`config.mk`:
```
export PLATFORM = sky130hd
export DESIGN_NAME = mpalu_core
export DESIGN_NICKNAME = d
export VERILOG_FILES = /design/src/rtl/mpalu_pkg.sv /design/src/rtl/mpalu_useq.sv /design/src/rtl/mpalu_rom.sv /design/src/rtl/mpalu_alu.sv /design/src/rtl/mpalu_store.sv /design/src/rtl/mpalu_core.sv
export SDC_FILE = /design/constraint.sdc
export NUM_CORES = 1
export LEC_CHECK = 0
export BUFFER_PORTS_ARGS = -buffer_cell sky130_fd_sc_hd__buf_2
export CORE_UTILIZATION = 59
export DETAILED_ROUTE_END_ITERATION = 10
export PLACE_DENSITY_LB_ADDON = 0.05
export SKIP_CTS_REPAIR_TIMING = 1
export SYNTH_ARGS = -nofsm -noshare
export SYNTH_HDL_FRONTEND = slang
export SYNTH_SLANG_ARGS = --single-unit
```
`constraint.sdc`:
```
create_clock -name clk -period 3.2 [get_ports clk]
set_input_delay 0.48 -clock clk [delete_from_list [all_inputs] [get_ports clk]]
set_output_delay 0.48 -clock clk [all_outputs]
set_load 0.02 [all_outputs]
```
`src/rtl/mpalu_pkg.sv`:
```
package mpalu_pkg;

    localparam int DATA_W  = 4;
    localparam int UADDR_W = 4;
    localparam int CTRL_W  = 17;

    localparam logic [UADDR_W-1:0] ST_LD_A  = 4'd0;
    localparam logic [UADDR_W-1:0] ST_LD_B  = 4'd1;
    localparam logic [UADDR_W-1:0] ST_EXEC  = 4'd2;
    localparam logic [UADDR_W-1:0] ST_WRITE = 4'd3;
    localparam logic [UADDR_W-1:0] ST_SEL   = 4'd4;
    localparam logic [UADDR_W-1:0] ST_SHOW  = 4'd5;
    localparam logic [UADDR_W-1:0] ST_ECHO  = 4'd6;
    localparam logic [UADDR_W-1:0] ST_IDLE  = 4'd7;

    // horizontal control word, bit 16 first, bit 0 last
    typedef struct packed {
        logic [1:0] spare;      // 16:15
        logic       flag_ld;    // 14 capture ALU carry
        logic [3:0] sel;        // 13:10 ALU select
        logic       mode;       // 9 ALU mode
        logic       mem_drv_n;  // 8 store onto bus
        logic       alu_drv_n;  // 7 ALU onto bus
        logic       g2;         // 6 operand register B gate
        logic       g1;         // 5 operand register A gate
        logic       oe_n;       // 4 output buffer
        logic       we_n;       // 3 store write
        logic       cs_n;       // 2 store select
        logic       in2_n;      // 1 operand B onto bus
        logic       in1_n;      // 0 operand A onto bus
    } ctrl_t;

    function automatic ctrl_t ctrl_word(input logic [UADDR_W-1:0] ua,
                                        input logic [4:0] fn);
        ctrl_t w;
        w = '{spare: 2'b00, flag_ld: 1'b0, sel: fn[3:0], mode: fn[4],
              mem_drv_n: 1'b1, alu_drv_n: 1'b1, g2: 1'b0, g1: 1'b0,
              oe_n: 1'b1, we_n: 1'b1, cs_n: 1'b1, in2_n: 1'b1, in1_n: 1'b1};
        case (ua)
            ST_LD_A:  begin w.in1_n = 1'b0; w.g1 = 1'b1; end
            ST_LD_B:  begin w.in2_n = 1'b0; w.g2 = 1'b1; end
            ST_EXEC:  w.flag_ld = 1'b1;
            ST_WRITE: begin w.alu_drv_n = 1'b0; w.cs_n = 1'b0; w.we_n = 1'b0; end
            ST_SEL:   w.cs_n = 1'b0;
            ST_SHOW:  begin w.cs_n = 1'b0; w.oe_n = 1'b0; end
            ST_ECHO:  begin w.cs_n = 1'b0; w.oe_n = 1'b0; w.mem_drv_n = 1'b0; end
            default:  ;
        endcase
        return w;
    endfunction

    // returns {carry, f}
    function automatic logic [DATA_W:0] alu_eval(input logic m,
                                                 input logic [3:0] s,
                                                 input logic [DATA_W-1:0] a,
                                                 input logic [DATA_W-1:0] b,
                                                 input logic cin);
        logic [DATA_W-1:0] t1, t2;
        logic [DATA_W:0]   sum;
        t1  = a | (b & {DATA_W{s[0]}}) | (~b & {DATA_W{s[1]}});
        t2  = (a & ~b & {DATA_W{s[2]}}) | (a & b & {DATA_W{s[3]}});
        sum = {1'b0, t1} + {1'b0, t2} + {{DATA_W{1'b0}}, cin};
        return m ? {1'b0, ~(t1 ^ t2)} : sum;
    endfunction

endpackage

```
`src/rtl/mpalu_useq.sv`:
```
module mpalu_useq
    import mpalu_pkg::*;
(
    input  logic               clk,
    input  logic               rst,
    input  logic               step_en,
    output logic [UADDR_W-1:0] upc
);

    always_ff @(posedge clk) begin
        if (rst)
            upc <= '0;
        else if (step_en && upc != ST_IDLE)
            upc <= upc + 1'b1;
    end


    useq_reset_chk: assert property (@(posedge clk) rst |=> (upc == '0));

    useq_park_chk: assert property (@(posedge clk) disable iff (rst)
        (upc == ST_IDLE) |=> (upc == ST_IDLE));

    useq_step_chk: assert property (@(posedge clk) disable iff (rst)
        (step_en && upc < ST_IDLE) |=> (upc == $past(upc) + 1'b1));

    useq_hold_chk: assert property (@(posedge clk) disable iff (rst)
        !step_en |=> $stable(upc));

endmodule

```
`src/rtl/mpalu_rom.sv`:
```
module mpalu_rom
    import mpalu_pkg::*;
#(
    parameter logic [4:0] ALU_FN = 5'b01001
) (
    input  logic [UADDR_W-1:0] ua,
    output ctrl_t              ctl
);

    always_comb ctl = ctrl_word(ua, ALU_FN);

endmodule

```
`src/rtl/mpalu_alu.sv`:
```
module mpalu_alu
    import mpalu_pkg::*;
(
    input  logic              mode,
    input  logic [3:0]        sel,
    input  logic [DATA_W-1:0] a,
    input  logic [DATA_W-1:0] b,
    input  logic              cin,
    output logic [DATA_W-1:0] f,
    output logic              cout
);

    always_comb {cout, f} = alu_eval(mode, sel, a, b, cin);


    always_comb begin
        if (mode === 1'b1)
            alu_logic_nocarry_chk: assert (cout == 1'b0);
    end

endmodule

```
`src/rtl/mpalu_store.sv`:
```
module mpalu_store
    import mpalu_pkg::*;
#(
    parameter int ADDR_W = 4
) (
    input  logic              clk,
    input  logic              rst,
    input  logic              cs_n,
    input  logic              we_n,
    input  logic              oe_n,
    input  logic [ADDR_W-1:0] addr,
    input  logic [DATA_W-1:0] wdata,
    output logic [DATA_W-1:0] rdata,
    output logic [DATA_W-1:0] dout,
    output logic              doe
);

    localparam int DEPTH = 1 << ADDR_W;

    logic [DATA_W-1:0] mem [DEPTH];

    always_ff @(posedge clk) begin
        if (!cs_n && !we_n)
            mem[addr] <= wdata;
    end

    always_comb begin
        rdata = mem[addr];
        doe   = !cs_n && !oe_n;
        dout  = doe ? rdata : '0;
    end


    store_write_chk: assert property (@(posedge clk) disable iff (rst)
        (!cs_n && !we_n) |=> (mem[$past(addr)] == $past(wdata)));

endmodule

```
`src/rtl/mpalu_core.sv`:
```
module mpalu_core
    import mpalu_pkg::*;
#(
    parameter int         ADDR_W = 4,
    parameter logic [4:0] ALU_FN = 5'b01001
) (
    input  logic               clk,
    input  logic               rst,
    input  logic               step_en,
    input  logic [DATA_W-1:0]  opnd_a,
    input  logic [DATA_W-1:0]  opnd_b,
    input  logic               carry_in,
    input  logic [ADDR_W-1:0]  mem_addr,
    output logic [DATA_W-1:0]  data_out,
    output logic               data_oe,
    output logic               carry_out,
    output logic [UADDR_W-1:0] useq_addr
);

    ctrl_t             ctl;
    logic [DATA_W-1:0] bus, lat_a, lat_b, alu_f, mem_rd;
    logic              alu_co;
    logic              unused_spare;

    mpalu_useq u_seq (
        .clk     (clk),
        .rst     (rst),
        .step_en (step_en),
        .upc     (useq_addr)
    );

    mpalu_rom #(.ALU_FN(ALU_FN)) u_rom (
        .ua  (useq_addr),
        .ctl (ctl)
    );

    assign unused_spare = ^ctl.spare;

    // shared bus: one active-low source at a time
    always_comb begin
        if (!ctl.in1_n)          bus = opnd_a;
        else if (!ctl.in2_n)     bus = opnd_b;
        else if (!ctl.alu_drv_n) bus = alu_f;
        else if (!ctl.mem_drv_n) bus = mem_rd;
        else                     bus = '0;
    end

    // operand registers follow the bus while gated, hold otherwise
    always_ff @(posedge clk) begin
        if (rst) begin
            lat_a <= '0;
            lat_b <= '0;
        end else begin
            if (ctl.g1) lat_a <= bus;
            if (ctl.g2) lat_b <= bus;
        end
    end

    mpalu_alu u_alu (
        .mode (ctl.mode),
        .sel  (ctl.sel),
        .a    (lat_a),
        .b    (lat_b),
        .cin  (carry_in),
        .f    (alu_f),
        .cout (alu_co)
    );

    always_ff @(posedge clk) begin
        if (rst)              carry_out <= 1'b0;
        else if (ctl.flag_ld) carry_out <= alu_co;
    end

    mpalu_store #(.ADDR_W(ADDR_W)) u_store (
        .clk   (clk),
        .rst   (rst),
        .cs_n  (ctl.cs_n),
        .we_n  (ctl.we_n),
        .oe_n  (ctl.oe_n),
        .addr  (mem_addr),
        .wdata (bus),
        .rdata (mem_rd),
        .dout  (data_out),
        .doe   (data_oe)
    );


    bus_one_driver_chk: assert property (@(posedge clk) disable iff (rst)
        $countones({~ctl.in1_n, ~ctl.in2_n, ~ctl.alu_drv_n, ~ctl.mem_drv_n}) <= 1);

    opnd_a_hold_chk: assert property (@(posedge clk) disable iff (rst)
        !ctl.g1 |=> $stable(lat_a));

    carry_hold_chk: assert property (@(posedge clk) disable iff (rst)
        !ctl.flag_ld |=> $stable(carry_out));

    out_window_chk: assert property (@(posedge clk) disable iff (rst)
        data_oe |-> (useq_addr == ST_SHOW || useq_addr == ST_ECHO));

endmodule

```
Word-level counts from Yosys, hierarchy flattened
Memory sizes are Yosys's and may differ from the RTL's.
Index checks and enable logic that the tools add are counted.

operators by class
  muxes and demuxes = 10
  $add $sub $neg = 3
  reductions and logical operators = 6
  equality and inequality tests = 7
  bitwise logic cells = 2

operators with widths
  kind                                                                     number
  4-bit 2-to-1 mux                                                         5
  4-bit by 3-bit == test with 1-bit output, second input constant          3
  4-bit by 2-bit == test with 1-bit output, second input constant          2
  4-bit by 4-bit adder with 5-bit output                                   1
  5-bit by 1-bit adder with 5-bit output                                   1
  1-bit 2-to-1 mux                                                         5
  4-bit by 1-bit adder with 4-bit output, second input constant            1
  4-bit AND                                                                1
  4-bit by 1-bit == test with 1-bit output, second input constant          1
  4-bit logical NOT                                                        1
  4-bit by 3-bit inequality test with 1-bit output, second input constant  1
  4-bit OR                                                                 1
  4-bit OR reduction                                                       1
  1-bit logical AND                                                        3
  2-bit OR reduction                                                       1

word-level totals
  bits of input ports = 16
  memories kept = 1
  logic and storage cells = 33
  RAM bits = 64
  flip-flop bits (word level) = 13
  output and inout port bits = 10

memory list
  memory       depth  bits a word  rd ports  clocked after memory_dff  wr ports  line               RTL
  u_store.mem  16     4            1         0                         1         mpalu_store.sv:20  logic [DATA_W-1:0] mem [DEPTH];

Depth between registers and ports, before layout
Gate-level depths: netlist (run 1).

  word-level depth = 6
  mapped depth = 7
  gate-level depth less buffers = 7

Cells and area by module
Synthesis (run 1) repeated with hierarchy kept, for this count alone.

second synthesis, totals
  cell total of the unflattened synthesis = 267
  area, all modules = 3852.4 µm²

modules (own cells, without submodules)
  module       sequential area each (µm²)  area each (µm²)  times used  cells each
  mpalu_store  1921.8                      2680.1           1           131
  mpalu_core   180.2                       475.5            1           54
  mpalu_alu    0.0                         317.8            1           37
  mpalu_useq   80.1                        191.4            1           20
  mpalu_rom    0.0                         187.7            1           25

Worst setup path before layout (run 1)
OpenSTA, ideal clock, no wires.

  path type = reg-to-reg
  start = register u_seq.upc[1]
  end = memory u_store.mem[1][0], enable pin
  clock period less this slack = 2.421 ns
  cell stages (with the launch flop) = 5
  data arrival time = 2.060 ns
  slack = 0.779 ns
  data required time = 2.839 ns
  path buffers = 0
  library setup time = 0.361 ns
  cell sequence = dfxtp_1 ha_1 or3b_2 or3b_2 nor3_1

on the way
  word-level cells in the longest chain between the ends = 5
  elaborated cells on any way between the ends = 8
  classes of those cells = eq/ne: 4; mux: 2; reduce/logical: 2

ends and longest elaborated chain
  element                                                                                               line               RTL
  start, declared                                                                                       mpalu_useq.sv:7    output logic [UADDR_W-1:0] upc
  start signal, assigned                                                                                mpalu_useq.sv:14   upc <= upc + 1'b1;
  4-bit by 2-bit == test with 1-bit output or 4-bit by 3-bit == test with 1-bit output (tied branches)  mpalu_pkg.sv:39    case (ua)
  4-bit OR reduction (no source line)                                                                   -
  1-bit logical AND *                                                                                   mpalu_store.sv:23  if (!cs_n && !we_n)
  1-bit 2-to-1 mux *                                                                                    mpalu_store.sv:23
  1-bit 2-to-1 mux (implied by the code) *                                                              mpalu_store.sv:24  mem[addr] <= wdata;
  end, declared                                                                                         mpalu_store.sv:20

Mark *: on every way between the ends. The rest lies on a longest branch, timed or not.

Final worst setup path (run 1)
  start = input mem_addr[1]
  end = output data_out[2]

on the way
  word-level cells in the longest chain between the ends = 2

ends and longest elaborated chain
  element            line               RTL
  start, declared    mpalu_core.sv:13   input logic [ADDR_W-1:0] mem_addr,
  memory 16 x 4 bit  -
  4-bit 2-to-1 mux   mpalu_store.sv:30  dout = doe ? rdata : '0;
  end, declared      mpalu_core.sv:14   output logic [DATA_W-1:0] data_out,

No other way between the ends.

==> results of run 1 <==
-- critical path: cells and delay by family --
kind | cells | cell delay, ns
AND/OR/NAND/NOR | 1 | 0.15
buffers and inverters | 3 | 0.72
multiplexers | 2 | 1.02
-- final cells by class --
type,instances,share of cell area
Sequential cell,77,0.565
Multi-Input combinational cell,136,0.302
Timing Repair Buffer,35,0.0518
Clock buffer,10,0.0330
Tap cell,72,0.0233
Clock inverter,5,0.0159
Inverter,9,0.00875
-- through the flow --
stage                     utilization  area (um2)  worst slack, ns
after floorplan                     -        3440            0.779
after global placement          0.659        3670            0.192
after detailed placement        0.659        3670            0.242
after CTS                       0.693        3860            0.310
after global routing            0.693        3860            0.246
final                           0.693        3860            0.344
-- placed cells by master (no fill, tap or decap), drive strengths merged, types with 3 or more instances in the layout --
cell,instances
a21oi,11
mux4,19
nor2b,4
edfxtp,64
o21ai,5
a311oi,3
nand2,15
buf,35
or3b,4
ha,7
xor2,3
clkinv,3
clkbuf,10
nor3,6
a22oi,3
nor2,25
dfxtp,13
inv,10
nand2b,4
-- cell usage after synthesis (all sizes together) --
cell,number
nor3,6
or3b,4
o21ai,5
clkbuf,6
ha,7
a21oi,11
o21bai,1
a311oi,3
nor2b,4
mux2i,2
nand4bb,1
nand4,1
dfxtp,13
mux2,1
fa,2
a211oi,2
a21o,2
a2bb2oi,1
and3b,1
nand3,2
o211ai,2
edfxtp,64
xnor2,1
a22oi,3
nor3b,1
a31oi,1
nor2,25
mux4,19
and2,2
o31ai,2
and3,1
or3,1
nand2,15
inv,9
xor2,3
buf,5
nand2b,4
-- where the power goes --
group          leakage, nW  switching, mW  internal [mW]
clock               0.0967          0.347          0.361
combinational        0.618          0.153         0.0899
sequential           0.687         0.0126           1.14
-- flip-flops by register name, indices dropped and copies added (netlist names) --
| name | cells |
|---|---|
| u_seq.upc | 4 |
| u_store.mem | 64 |
| carry_out | 1 |
| lat_a | 4 |
| lat_b | 4 |
-- logic make-up (layout without fill, tap and decap cells) --
logic type                 count (synthesis)  in the layout  share of synthesized area
muxes                                     22             22                      0.134
xor gates and xnor gates                   4              4                     0.0102
and+or+nand+nor                           68             68                     0.0972
DFF                                       77             77                      0.635
buffers and inverters                     20             59                     0.0258
adders and majority gates                  9              9                     0.0371
AOI/OAI and AO/OA                         33             33                     0.0615
-- worst paths after layout --
path                    start                 end  slack, ns  cells past startpoint
setup / recovery  mem_addr[1]         data_out[2]       0.34                      6
hold reg to reg      lat_a[3]            lat_a[3]       0.47                      2
setup reg to reg     lat_a[0]  u_store.mem[15][1]       0.60                      6
hold / removal      opnd_a[2]            lat_a[2]       0.43                      3
-- layer usage --
metal,wire length [um],vias up
li1,-,957
met1,2900,1022
met2,3410,64
met3,311,8
met4,102,0
met5,0,-
==> results.md, run 1 <==
* Via-to-Cell Ratio at about 6.0
* Highest clock rate at roughly 350 MHz
* RSZ-0062 raised after global routing: false
* Max-slew violations at 0
* Max Cap Viol at 0
* Yosys cell types at 42
* GR peak layer: met2
* I/O Buffers at 25
* Synth warn at 0
* Area grow syn2layout at 12.3%
* Drc violations at 0
* Htree depth at 3
* Slowest cell on crit path: mux4_2
* 1st-pass router iterations at 4
* CTS tree: yes
* Initial Util at 0.617
* Worst EP required at between 2 and 3 ns
* Cells after DPL at approximately 330
* Die area at around 6100 um2
* Synth Instances at roughly 230
* First-pass GRT wire length at between 10000 and 15000 um
* CTS root buffer: clkbuf_8
* Seq/Total Area, Yosys at 0.635
* Fillers at 382
* M3 GR Usage at 0.0395
* Critical path class: in2out
* Total gr overflow at 0
* Inserted Clock Buffers at 9
* I/O Pins at 26
* Clk_lat worst skew at roughly 0.34 ns
* Measured slew at the worst slew-check pin at between 1 and 1.5 ns
* Antenna diodes at 0
* Fin Clk Skew at ~0.012 ns
* # setup viols final at 0
* CTS sink cnt at 77
* Antenna Violating Nets Remaining at 0
* Clock buffer depth at 2
* CP startpoint kind: primary input
* Fraction of layout cells with a size suffix above 1 at 0.265
* Via count at ~2000
* Top cell type's share of synthesized area at 0.559
* Setup crit end kind: output port
* Register clock-pin slew on the reported worst setup and hold paths at approximately 0.08 ns
* Cell Pwr Density at about 540 nW/um2
* Antenna violations before repair at 0
* Total wire length at approximately 6700 um
* Non-filler instance count after layout at 344
* Final min period at roughly 2.9 ns
* GPL Wtd Cong at around 0.78
* Fin crit share at 0.892
* Synthesis-stage register bit count at just under 80
* Top post-synthesis cells by area: edfxtp_1 56%, mux4_2 12%, dfxtp_1 7.6%
* Dpl hpwl at between 4000 and 5000 um
* Avg Cell Area, Syn at ~15 um2
* Row count at 27
* Vias in the first global route at ~2100
* Run status: finished clean
* Final hold vios at 0
* Synth area leader: edfxtp_1
* Crit-path cells: buf_2 -> buf_4 -> mux4_2 -> mux4_2 -> nor2b_1 -> buf_2
* CP Max Fanout at 13
* Min-Delay Path Class: in2reg
* Die Width at around 78 um
* Post-DR wirelength/cell at approximately 20 um
* GRT Util Overall at 0.243
* Net count, final at a little under 300
* Leakage at roughly 1.4 nW
* GR Util met2 at 0.418
* Placeable Area at around 5600 um2
* Met1 usage at 0.311
* CP peak stage delay at 0.51 ns
* Setup_tns at 0 ns
* Syn nets at 258
* Multi-input gate area at roughly 1200 um2
* Worst relative slew slack at 0.296
* Post-synthesis cell area at 3440 um2
* Hold Slack at 0.430 ns
* Largest net degree at the start of global routing at 17
* Max rail drop VDD at slightly below 0.4 mV
* FF+latch area at roughly 2200 um2
* Pwr Total at between 2 and 2.5 mW
* Die span in y at 78.3 um
* DR iter-0 viols at 138
* Critical Path AT at 2.38 ns
No activity file was read; power rests on OpenSTA's default activity.
==> run 2, diff against run 1 <==
--- a/config.mk
+++ b/config.mk
@@ -6,7 +6,8 @@
 export NUM_CORES = 1
 export LEC_CHECK = 0
 export BUFFER_PORTS_ARGS = -buffer_cell sky130_fd_sc_hd__buf_2
-export CORE_UTILIZATION = 59
+export CAP_MARGIN = 25
+export CORE_UTILIZATION = 60
 export DETAILED_ROUTE_END_ITERATION = 10
 export PLACE_DENSITY_LB_ADDON = 0.05
 export SKIP_CTS_REPAIR_TIMING = 1
==> constraint.sdc (replaced) <==
create_clock -name clk -period 3.5 [get_ports clk]
set_input_delay 0.525 -clock clk [delete_from_list [all_inputs] [get_ports clk]]
set_output_delay 0.525 -clock clk [all_outputs]
set_load 0.02 [all_outputs]
==> run 2 against run 1 <==
  * Largest cell class unchanged
  * First-iteration DRC count rose by 25%
  * Register-to-register slack improved by 0.30 ns
  * Global-route usage barely moved
  * Wire length fell by 3.5%
  * Combinational power fell by 7%
  * Critical endpoint is now data_out[1]
  * Total power fell by 7.4%
  * Clock power fell by 5.5%
  * Worst hold slack improved by 0.030 ns
==> results.md, run 2 (same netlist as run 1, synthesis figures left out) <==
* Slowest cell on crit path: mux4_2
* Critical Path AT at approximately 2.5 ns
* Pwr Total at approximately 1.9 mW
* CTS tree: yes
* I/O Buffers at 25
* Crit-path cells: buf_2 -> mux4_2 -> mux4_2 -> nor2b_1 -> buf_2
* Design Area, Final at between 3000 and 4000 um2
* Hold Slack at around 0.46 ns
* CP peak stage delay at around 0.59 ns
* Largest net degree at the start of global routing at 24
* Net count, final at 287
* I/O Pins at 26
* First-pass GRT wire length at just over 10000 um
* Via-to-Cell Ratio at slightly below 6
* Post-route setup slack at approximately 0.52 ns
* Max reg flops at 64
* RSZ-0062 raised after global routing: false
* Measured slew at the worst slew-check pin at about 0.85 ns
* Setup_tns at 0 ns
* Clk_lat worst skew at about 0.34 ns
* Max-slew violations at 0
* Largest reg by FF count: u_store.mem
* CTS sink cnt at 77
* Highest clock rate at between 300 and 400 MHz
* Area grow syn2layout at 11.4%
* Fin crit share at 0.853
* CP startpoint kind: primary input
* Reg power frac at 0.541
* Die span in y at between 70 and 80 um
* Clk network pwr share at 0.343
* CP Max Fanout at 20
* Worst relative slew slack at 0.431
* Total gr overflow at 0
* Htree depth at 3
* Combinational share of power at 0.116
* Initial Util at 0.624
* Max rail drop VDD at about 0.36 mV
* Commonest non-fill, non-tap cell in the layout: edfxtp_1
* GRT Util Overall at 0.243
* Net Sw Frac at 0.241
* DP Area at around 3600 um2
* Placeable Area at between 5000 and 6000 um2
* Row count at 27
* Worst slack, placed at 0.405 ns
* Setup crit end kind: output port
* Min-Delay Path Class: in2reg
* Final min period at around 3.0 ns
* 1st-pass router iterations at 4
* CTS root buffer: clkbuf_8
* Drc violations at 0
* Antenna diodes at 0
* Leakage at between 1 and 1.5 nW
* Via count at 2006
* Worst EP required at 2.97 ns
* Final hold vios at 0
* Dpl hpwl at 4660 um
* Register clock-pin slew on the reported worst setup and hold paths at roughly 0.08 ns
* Internal power at around 1.5 mW
* Net Sw Power at approximately 0.47 mW
* # setup viols final at 0
* Max Cap Viol at 0
* Fraction of layout cells with a size suffix above 1 at 0.251
* Fin Clk Skew at ~0.015 ns
* DR iter-0 viols at 172
* Die area at around 6000 um2
* Critical path class: in2out
* Clock buffer depth at 2
* Vias in the first global route at between 1500 and 2000
* Cell Pwr Density at 508 nW/um2
* Antenna violations before repair at 0
* Die Width at 77.7 um
* Antenna Violating Nets Remaining at 0
* Inserted Clock Buffers at 9
* GPL Wtd Cong at slightly below 0.8
* Commonest cells after routing, fill and taps aside: 64 x edfxtp_1, 25 x nor2_1, 25 x buf_2
* Post-DR wirelength/cell at approximately 19 um
* Run status: finished clean
* Total wire length at 6480 um
==> run 2: final cells by class <==
type                            instances  area, um2
Sequential cell                        77       2180
Fill cell                             372       1680
Multi-Input combinational cell        136       1170
Timing Repair Buffer                   29        155
Clock buffer                           11        141
Tap cell                               72       90.1
Clock inverter                          5       60.1
Inverter                                9       33.8
==> run 2: critical path, delay by kind of cell <==
family	cells	cell delay [ns]
multiplexers	2	1.10
AND/OR/NAND/NOR	1	0.16
buffers and inverters	2	0.65
==> run 2: routing by layer <==
layer,wire (um),vias to the layer above,track usage
met3,370,11,0.0471
li1,-,943,-
met2,3290,76,0.407
met5,0,-,0
met1,2710,976,0.308
met4,105,0,0.108
==> run 2: path summary, 6_finish.rpt <==
kind	from	endpoint	slack, ns	cells after the start
max	mem_addr[1]	data_out[1]	0.52	5
min	opnd_b[1]	lat_b[1]	0.46	3
max reg2reg	u_seq.upc[1]	u_store.mem[1][0]	0.90	4
min reg2reg	lat_b[2]	lat_b[2]	0.47	2
==> run 2: power groups by stage <==
stage          sequential [mW]  combinational, mW  clock, mW
3_3_place_gp              1.07              0.215          0
4_1_cts                   1.05              0.224      0.678
6_report                  1.05              0.227      0.668
5_1_grt                   1.05              0.251      0.719
2_1_floorplan             1.07              0.147          0
3_5_place_dp              1.07              0.223          0
==> run 2: stage by stage <==
| step | cells | util |
|---|---|---|
| final | 339 | 0.696 |
| after global routing | 339 | 0.696 |
| after CTS | 338 | 0.694 |
| after detailed placement | 322 | 0.658 |
| after global placement | 321 | 0.656 |
| after floorplan | 233 | - |
==> run 3, diff against run 2 <==
--- a/config.mk
+++ b/config.mk
@@ -7,6 +7,7 @@
 export LEC_CHECK = 0
 export BUFFER_PORTS_ARGS = -buffer_cell sky130_fd_sc_hd__buf_2
 export CAP_MARGIN = 25
+export CORE_ASPECT_RATIO = 1.1
 export CORE_UTILIZATION = 60
 export DETAILED_ROUTE_END_ITERATION = 10
 export PLACE_DENSITY_LB_ADDON = 0.05
==> run 3 against run 2 <==
  * Cell count rose by 0.59%
  * Clock power rose by 9.4%
  * Critical endpoint unchanged
  * Final area rose by 0.33%
  * Worst setup slack improved by 0.0013 ns
  * Flip-flop and latch count did not move
  * Die area barely moved
  * Highest routed layer unchanged
==> results.md, run 3 (same netlist as run 1, synthesis figures left out) <==
* Total gr overflow at 0
* Die area at about 6000 um2
* Post-route setup slack at roughly 0.52 ns
* Row count at 28
* CP startpoint kind: primary input
* Cells after DPL at ~320
* Die span in y at 81.4 um
* CTS sink cnt at 77
* Non-filler instance count after layout at 341
* Via count at 2027
* Commonest cells after routing, fill and taps aside: 64 x edfxtp_1, 25 x nor2_1, 25 x buf_2
* Net count, final at 286
* Slowest cell on crit path: mux4_2
* Hold Path End: lat_a[2]
* # setup viols final at 0
* I/O Pins at 26
* Placeable Area at around 5500 um2
* Highest clock rate at 335 MHz
* Fraction of layout cells with a size suffix above 1 at 0.244
* Buf+Inv Stages, Crit Path at 2
* 1st-pass router iterations at 4
* R2R Path End: u_store.mem[1][0]
* Antenna diodes at 0
* Clk_lat worst skew at between 0.3 and 0.4 ns
* CTS tree: yes
* Setup crit end kind: output port
* CP delay by family, top: multiplexers
* Measured slew at the worst slew-check pin at about 0.95 ns
* Multi-input gate area at between 1000 and 1500 um2
* CP peak stage delay at 0.59 ns
* RSZ-0062 raised after global routing: false
* Crit-path cells: buf_2 -> mux4_2 -> mux4_2 -> nor2b_1 -> buf_2
* GRT Util Overall at 0.235
* Commonest non-fill, non-tap cell in the layout: edfxtp_1
* Cell Pwr Density at 522 nW/um2
* Drc violations at 0
* Setup_tns at 0 ns
* Worst r2r src: u_seq.upc[1]
* Max-slew violations at 0
* Clk network pwr share at 0.364
* Max Cap Viol at 0
* Final hold vios at 0
* Htree depth at 3
* Largest net degree at the start of global routing at 24
* Worst slack, placed at approximately 0.40 ns
* Combinational share of power at 0.110
* Reg power frac at 0.525
* Via-to-Cell Ratio at just under 6
* Worst EP required at between 2 and 3 ns
* Net Sw Frac at 0.230
* Clock buffer depth at 2
* Max reg flops at 64
* FF-to-FF setup slack at between 0.8 and 0.9 ns
* Final min period at between 2 and 3 ns
* Run status: finished clean
* Die Width at between 70 and 80 um
* Fillers at 394
* Worst relative slew slack at 0.361
* Critical Path AT at between 2 and 2.5 ns
* Leakage at ~1.4 nW
* R2R cell count at 4
* Stages on the worst setup path at 5
* First-pass GRT wire length at between 9000 and 10000 um
* CTS root buffer: clkbuf_8
* Largest reg by FF count: u_store.mem
* Max rail drop VDD at 0.363 mV
* CP Max Fanout at 20
* Total wire length at 6470 um
* Net Sw Power at approximately 0.46 mW
* Register clock-pin slew on the reported worst setup and hold paths at roughly 0.08 ns
* Fin crit share at 0.852
* Min-Delay Path Class: in2reg
* FF+latch area at 2180 um2
* Critical path class: in2out
* Area grow syn2layout at 11.8%
* Hold Path Depth at 3
* Dpl hpwl at about 4500 um
* Antenna violations before repair at 0
* Hold path start: opnd_a[2]
* Internal power at about 1.5 mW
* DR iter-0 viols at 81
* Vias in the first global route at between 1500 and 2000
* I/O Buffers at 25
* Post-DR wirelength/cell at 19.0 um
* Inserted Clock Buffers at 9
* Fin Clk Skew at between 0.008 and 0.009 ns
* GPL Wtd Cong at 0.836
* Initial Util at 0.629
* Antenna Violating Nets Remaining at 0
run 3: routing by layer:
layer	part of all wire	track usage	vias up
met4	0.027	0.140	0
li1	-	-	942
met2	0.52	0.389	66
met5	0	0	-
met3	0.040	0.0434	16
met1	0.42	0.286	1003
run 3: power groups by stage:
stage | clock network (mW) | logic [mW] | registers [mW]
3_5_place_dp | 0 | 0.210 | 1.08
4_1_cts | 0.736 | 0.213 | 1.05
5_1_grt | 0.770 | 0.244 | 1.05
2_1_floorplan | 0 | 0.147 | 1.07
6_report | 0.731 | 0.221 | 1.05
3_3_place_gp | 0 | 0.207 | 1.07
run 3: worst max path at each step:
stage / start / to / slack, ns
global placement: mem_addr[1] / data_out[1] / 0.51
global route: mem_addr[1] / data_out[0] / 0.41
detailed placement: carry_in / u_store.mem[13][1] / 0.40
floorplan: carry_in / u_store.mem[0][1] / 1.08
finish: mem_addr[1] / data_out[1] / 0.52
CTS: mem_addr[1] / data_out[0] / 0.51
run 3: area by class of cell:
class / instances / area share
Clock buffer: 12 / 0.0378
Clock inverter: 4 / 0.0189
Inverter: 9 / 0.00879
Multi-Input combinational cell: 136 / 0.304
Sequential cell: 77 / 0.568
Tap cell: 75 / 0.0244
Timing Repair Buffer: 28 / 0.0384
run 3: per-stage QoR:
| stage | util | total power, mW | cell area, um2 | hold slack [ns] |
|---|---|---|---|---|
| 4_1_cts | 0.700 | 2.00 | 3830 | 0.438 |
| 3_3_place_gp | 0.660 | 1.28 | 3610 | 0.452 |
| 3_5_place_dp | 0.660 | 1.29 | 3610 | 0.459 |
| 6_report | 0.703 | 2.00 | 3840 | 0.448 |
| 2_1_floorplan | - | 1.22 | 3440 | 0.440 |
| 5_1_grt | 0.703 | 2.07 | 3840 | 0.450 |
run 3: worst register-to-register path: stages, from the launching register on:
cell	delay [ns]
dfxtp_1	0.41
ha_1	0.32
or3b_2	0.53
or3b_2	0.53
nor3_1	0.54
